$ cat src/rtl/time_tag_pkg.sv
package time_tag_pkg;
  localparam int unsigned RES_CNT = 6;
  localparam int unsigned SEL_W   = $clog2(RES_CNT + 2);

  typedef enum logic [1:0] {SRC_PRESC, SRC_EXT, SRC_SW} src_kind_e;

  function automatic src_kind_e decode_src(input logic [SEL_W-1:0] sel);
    if (sel < SEL_W'(RES_CNT))        return SRC_PRESC;
    else if (sel == SEL_W'(RES_CNT))  return SRC_EXT;
    else                              return SRC_SW;
  endfunction
endpackage

$ cat src/rtl/tt_prescaler.sv
module tt_prescaler
  import time_tag_pkg::*;
#(
  parameter int unsigned CLK_PER_US = 16
) (
  input  logic             clk_i,
  input  logic             rst_ni,
  input  logic             en_i,
  input  logic             restart_i,
  input  logic [SEL_W-1:0] res_i,
  output logic             tick_o
);
  localparam int unsigned MAX_DIV = CLK_PER_US << RES_CNT;
  localparam int unsigned DIV_W   = $clog2(MAX_DIV + 1);

  logic [DIV_W-1:0] div_q, lim;

  // period = CLK_PER_US * 2^(res+1)
  always_comb begin
    lim    = DIV_W'(CLK_PER_US) << ({1'b0, res_i} + 1'b1);
    tick_o = en_i && (div_q >= lim - 1'b1);
  end

  always_ff @(posedge clk_i or negedge rst_ni) begin
    if (!rst_ni)                      div_q <= '0;
    else if (!en_i || restart_i || tick_o) div_q <= '0;
    else                              div_q <= div_q + 1'b1;
  end
endmodule

$ cat src/rtl/tt_edge_sync.sv
module tt_edge_sync #(
  parameter int unsigned STAGES = 2
) (
  input  logic clk_i,
  input  logic rst_ni,
  input  logic async_i,
  output logic rise_o
);
  logic [STAGES:0] sh_q;

  always_ff @(posedge clk_i or negedge rst_ni) begin
    if (!rst_ni) sh_q <= '0;
    else         sh_q <= {sh_q[STAGES-1:0], async_i};
  end

  assign rise_o = sh_q[STAGES-1] & ~sh_q[STAGES];
endmodule

$ cat src/rtl/tt_count.sv
module tt_count #(
  parameter int unsigned CNT_W = 16
) (
  input  logic             clk_i,
  input  logic             rst_ni,
  input  logic             wr_i,
  input  logic [CNT_W-1:0] wdata_i,
  input  logic             ld_i,
  input  logic [CNT_W-1:0] ldata_i,
  input  logic             clr_i,
  input  logic             inc_i,
  output logic [CNT_W-1:0] count_o,
  output logic             wrap_o
);
  logic [CNT_W-1:0] cnt_q, cnt_d;

  always_comb begin
    cnt_d  = cnt_q;
    wrap_o = 1'b0;
    if (wr_i)       cnt_d = wdata_i;
    else if (ld_i)  cnt_d = ldata_i;
    else if (clr_i) cnt_d = '0;
    else if (inc_i) begin
      cnt_d  = cnt_q + 1'b1;
      wrap_o = &cnt_q;
    end
  end

  always_ff @(posedge clk_i or negedge rst_ni) begin
    if (!rst_ni) cnt_q <= '0;
    else         cnt_q <= cnt_d;
  end

  assign count_o = cnt_q;
endmodule

$ cat src/rtl/time_tag_unit.sv
module time_tag_unit
  import time_tag_pkg::*;
#(
  parameter int unsigned CNT_W      = 16,
  parameter int unsigned CLK_PER_US = 16,
  parameter int unsigned SYNC_STG   = 2
) (
  input  logic             clk_i,
  input  logic             rst_ni,
  input  logic [SEL_W-1:0] src_sel_i,
  input  logic             ext_tick_i,
  input  logic             sw_step_i,
  input  logic             host_wr_i,
  input  logic [CNT_W-1:0] host_wdata_i,
  input  logic             sync_ld_i,
  input  logic             sync_ld_en_i,
  input  logic [CNT_W-1:0] sync_data_i,
  input  logic             sync_clr_i,
  input  logic             sync_clr_en_i,
  input  logic             eom_i,
  input  logic             roll_en_i,
  input  logic             roll_ack_i,
  output logic [CNT_W-1:0] count_o,
  output logic [CNT_W-1:0] stamp_o,
  output logic             stamp_vld_o,
  output logic             roll_irq_o,
  output logic             roll_sts_o
);
  src_kind_e kind;
  logic presc_tick, ext_rise, inc, ld, clr, wrap;

  assign kind = decode_src(src_sel_i);
  assign ld   = sync_ld_i & sync_ld_en_i;
  assign clr  = sync_clr_i & sync_clr_en_i;

  tt_prescaler #(.CLK_PER_US(CLK_PER_US)) u_presc (
    .clk_i    (clk_i),
    .rst_ni   (rst_ni),
    .en_i     (kind == SRC_PRESC),
    .restart_i(host_wr_i | ld),
    .res_i    (src_sel_i),
    .tick_o   (presc_tick)
  );

  tt_edge_sync #(.STAGES(SYNC_STG)) u_sync (
    .clk_i  (clk_i),
    .rst_ni (rst_ni),
    .async_i(ext_tick_i),
    .rise_o (ext_rise)
  );

  always_comb begin
    unique case (kind)
      SRC_PRESC: inc = presc_tick;
      SRC_EXT:   inc = ext_rise;
      default:   inc = sw_step_i;
    endcase
  end

  tt_count #(.CNT_W(CNT_W)) u_cnt (
    .clk_i  (clk_i),
    .rst_ni (rst_ni),
    .wr_i   (host_wr_i),
    .wdata_i(host_wdata_i),
    .ld_i   (ld),
    .ldata_i(sync_data_i),
    .clr_i  (clr),
    .inc_i  (inc),
    .count_o(count_o),
    .wrap_o (wrap)
  );

  always_ff @(posedge clk_i or negedge rst_ni) begin
    if (!rst_ni) begin
      stamp_o     <= '0;
      stamp_vld_o <= 1'b0;
      roll_irq_o  <= 1'b0;
      roll_sts_o  <= 1'b0;
    end else begin
      stamp_vld_o <= eom_i;
      if (eom_i) stamp_o <= count_o;
      roll_irq_o <= wrap & roll_en_i;
      if (wrap && roll_en_i) roll_sts_o <= 1'b1;
      else if (roll_ack_i)   roll_sts_o <= 1'b0;
    end
  end
endmodule

$ cat config.mk
export PLATFORM = sky130hd
export DESIGN_NAME = time_tag_unit
export DESIGN_NICKNAME = d
export VERILOG_FILES = /design/src/rtl/time_tag_pkg.sv /design/src/rtl/tt_prescaler.sv /design/src/rtl/tt_edge_sync.sv /design/src/rtl/tt_count.sv /design/src/rtl/time_tag_unit.sv
export SDC_FILE = /design/constraint.sdc
export NUM_CORES = 1
export LEC_CHECK = 0
export ABC_AREA = 1
export BUFFER_PORTS_ARGS = -buffer_cell sky130_fd_sc_hd__buf_2
export CORE_ASPECT_RATIO = 0.6
export CORE_MARGIN = 2
export CORE_UTILIZATION = 45
export DETAILED_ROUTE_END_ITERATION = 8
export PLACE_DENSITY = 0.72
export SYNTH_ARGS = -nofsm -noshare
export SYNTH_HDL_FRONTEND = slang
export SYNTH_SLANG_ARGS = --single-unit
$ cat constraint.sdc
create_clock -name clk_i -period 2.4 [get_ports clk_i]
set_clock_uncertainty 0.1 [all_clocks]
set_input_delay 0.24 -clock clk_i [delete_from_list [all_inputs] [get_ports clk_i]]
set_output_delay 0.24 -clock clk_i [all_outputs]
set_load 0.02 [all_outputs]
==> flow_summary.toml <==
[run_status]
outcome = "finished, final reports clean"

[worst_setup_path]
slowest_stage = "ha_1"
r2r_start = "u_presc.div_q[6]$_DFF_PN0_"
ff2ff_setup_slack_ns = 0.48
slowest_delay_ns = 0.30
reg2reg_depth = 11
critPathLaunchType = "input port"
crit_path_end_kind = "flip-flop"
path_cells = "buf_2 -> nor2_1 -> nand2_1 -> ha_1 -> nand3_1 -> o21ai_0 -> ha_1 -> nand2_1 -> nor2_1 -> nand2_1 -> nor2_1 -> nor2_1 -> nand2_1 -> nand2_2 -> buf_4 -> nand3_1 -> nand2_1"
cp-endpoint = "u_cnt.count_o[14]$_DFFE_PN0P_"
crit_required_ns = 2.52
worstPathArrival_ns = 2.33
path_class = "in2reg"
rr_endpoint = "u_cnt.count_o[14]$_DFFE_PN0P_"
crit_fanout = 10
cp-startpoint = "src_sel_i[1]"
cp_common_cell = "nand2_1"

[synthesis]
syn-cell-area_mm2 = 0.00296
synth_fp_nets = 469
syn_avg_cell_area_um2 = 7.18
yosysWarnings = 0
ys_types = 33
synth-seq-area-share_pct = 41.5
yosys_register_bits = 49
syn_inst = 412

[floorplanning]
die_width_um = 109
fp.dieArea_mm2 = 0.00726
rows = 22
ioPinCount = 82
initial_core_util_pct = 47.5
die_y_um = 66.8
core_area_mm2 = 0.00622

[global_route]
grt_max_degree = 50
grt_usage_pct = 23.6
top_usage_layer = "met1"
grt_pass1_vias = 2578
use_met1_pct = 35.8
antenna_found_initial = 0
met2_usage_pct = 32.7
globalRouteOverflowTotal = 0
grt_use_met3_pct = 5.97
grt_pass1_wl_mm = 12.8

[hold_path]
worstHoldStart = "roll_ack_i"
hp-class = "in2reg"

[clocking]
clk_latency_ns = 0.31
ctsHtreeMaxLevel = 2
cts.clk_slew.worst_paths_ns = 0.10
numCtsBuffers = 5
cts.sinks = 49
clockBufferDepth = 2
clock-root-buffer = "clkbuf_8"
cts_tree = "done"

[route]
drt_pre_antenna_iters = 5
drc = 0
routed_via_density = 5.20
drt-total-wl_mm = 8.18
postRouteAntennaNets = 0
vias = 3029
post_drt_wl_per_cell_um = 14.1
drt_iter0_markers = 218

[power]
ir_drop_mv = 0.298
power_density_mw_per_mm2 = 608
leakagePower_nw = 1.87
p_total_mw = 2.18

[sta]
final-hold-violation-count = 0
fin_tns_setup_ns = 0
period_needed_ns = 2.21
rsz0062_at_grt = "false"
slew_violations = 0
max-slew-margin-rel_pct = 54.0
hold-worst-slack_ns = 0.00784
max_freq_mhz = 452
setup_violations = 0
fin_crit_sh_pct = 92.2
worst_pin_slew_ns = 0.690

[placed_design]
gp_congestion = 0.870
dpl.hpwl_mm = 6.30
port_buffers = 81
placed_area_mm2 = 0.00346

[finish]
num_antenna_cells = 0
layout_commonest_cell = "nand2_1"
multi_input_area_mm2 = 0.00151
fin_util_pct = 57.5
seq_area_mm2 = 0.00123
drive_above_1_share_pct = 22.5
syn_to_final_growth_pct = 21.0
postLayoutCellArea_mm2 = 0.00358
final_cell_mix = "nand2_1 (108), buf_2 (81), nor2_1 (65)"
fillers = 621
fin_nets = 554

[run]
cap_viol_max_count = 0
[kinds of logic (layout without fill, tap and decap cells)]
kind of cell	Yosys count	count (layout)	share of synthesized area (%)
buffers and inverters	55	141	7.66
AND/OR/NAND/NOR	228	228	32.7
other	2	2	0.254
AO/OA/AOI/OAI	58	58	10.4
flip-flops	49	49	41.5
multiplexers	4	4	1.52
XOR/XNOR	6	6	1.78
adder cells (fa/ha/maj)	10	10	4.23
[layer usage]
| metal | vias to the layer above | share of wire [%] |
|---|---|---|
| met4 | 0 | 0.88 |
| met1 | 1387 | 50 |
| li1 | 1488 | - |
| met3 | 7 | 9.8 |
| met5 | - | 0 |
| met2 | 147 | 39 |
[registers in the layout, indices dropped and copies added, names as in the netlist]
name and cells:
stamp_o 16, u_cnt.count_o 16, u_presc.div_q 11, u_sync.sh_q 3, roll_irq_o 1, roll_sts_o 1
stamp_vld_o 1
[how the worst min path moves through the flow]
stage | endpoint | slack, ns | cells after the start
2_1_floorplan | roll_irq_o$_DFF_PN0_ | -0.16 | 0
3_3_place_gp | u_sync.sh_q[1]$_DFF_PN0_ | 0.23 | 0
3_5_place_dp | u_sync.sh_q[1]$_DFF_PN0_ | 0.25 | 0
4_1_cts | roll_sts_o$_DFFE_PN0P_ | 0.009 | 2
5_1_grt | roll_sts_o$_DFFE_PN0P_ | 0.004 | 2
6_report | roll_sts_o$_DFFE_PN0P_ | 0.008 | 2
[cells in the mapped netlist, drive strengths merged]
cell type	n	area, um2
nand2	110	423
nor2	67	256
dfrtp	49	1230
inv	43	161
nand3	32	160
a21oi	27	139
o21ai	24	120
ha	10	125
nand4	7	43.8
buf	6	42.5
clkbuf	6	22.5
mux2	4	45.0
nor3	4	25.0
or2	4	25.0
o21bai	3	22.5
xnor2	3	26.3
xor2	3	26.3
a31oi	2	12.5
conb	2	7.51
nor3b	2	20.0
a22oi	1	7.51
and3	1	6.26
nand3b	1	7.51
o22ai	1	6.26
[layout make-up]
type                       count  share of cell area, %
timing repair buffer          90                   13.4
inverter                      43                   4.51
multi-input combinational    308                   42.3
clock inverter                 3                  0.734
tap                           84                   2.94
clock buffer                   5                   1.92
sequential                    49                   34.3
[through the flow]
stage | instances | setup slack [ns]
global placement | 572 | -0.0450
CTS | 582 | 0.175
finish | 582 | 0.187
floorplan | 412 | 0.269
global route | 582 | 0.0132
detailed placement | 572 | -0.135
[critical path: cells and delay by family]
family,cells,cell delay [ns]
AND/OR/NAND/NOR,12,1.13
adder cells (fa/ha/maj),2,0.57
buffers and inverters,2,0.29
AO/OA/AOI/OAI,1,0.10
[timing repair]
item                                   4_1_cts  5_1_grt
hold buffers                                 2        0
endpoints found under the hold margin       50        0
setup buffers                                0        0
setup endpoints to repair                    0        4
resized for setup                            0        1
[where the power goes]
| part | internal (mW) | leakage, nW | switching, mW |
|---|---|---|---|
| clock | 0.213 | 0.0423 | 0.313 |
| sequential | 0.918 | 0.604 | 0.107 |
| combinational | 0.218 | 1.23 | 0.410 |
No activity file was read; power rests on OpenSTA's default activity.
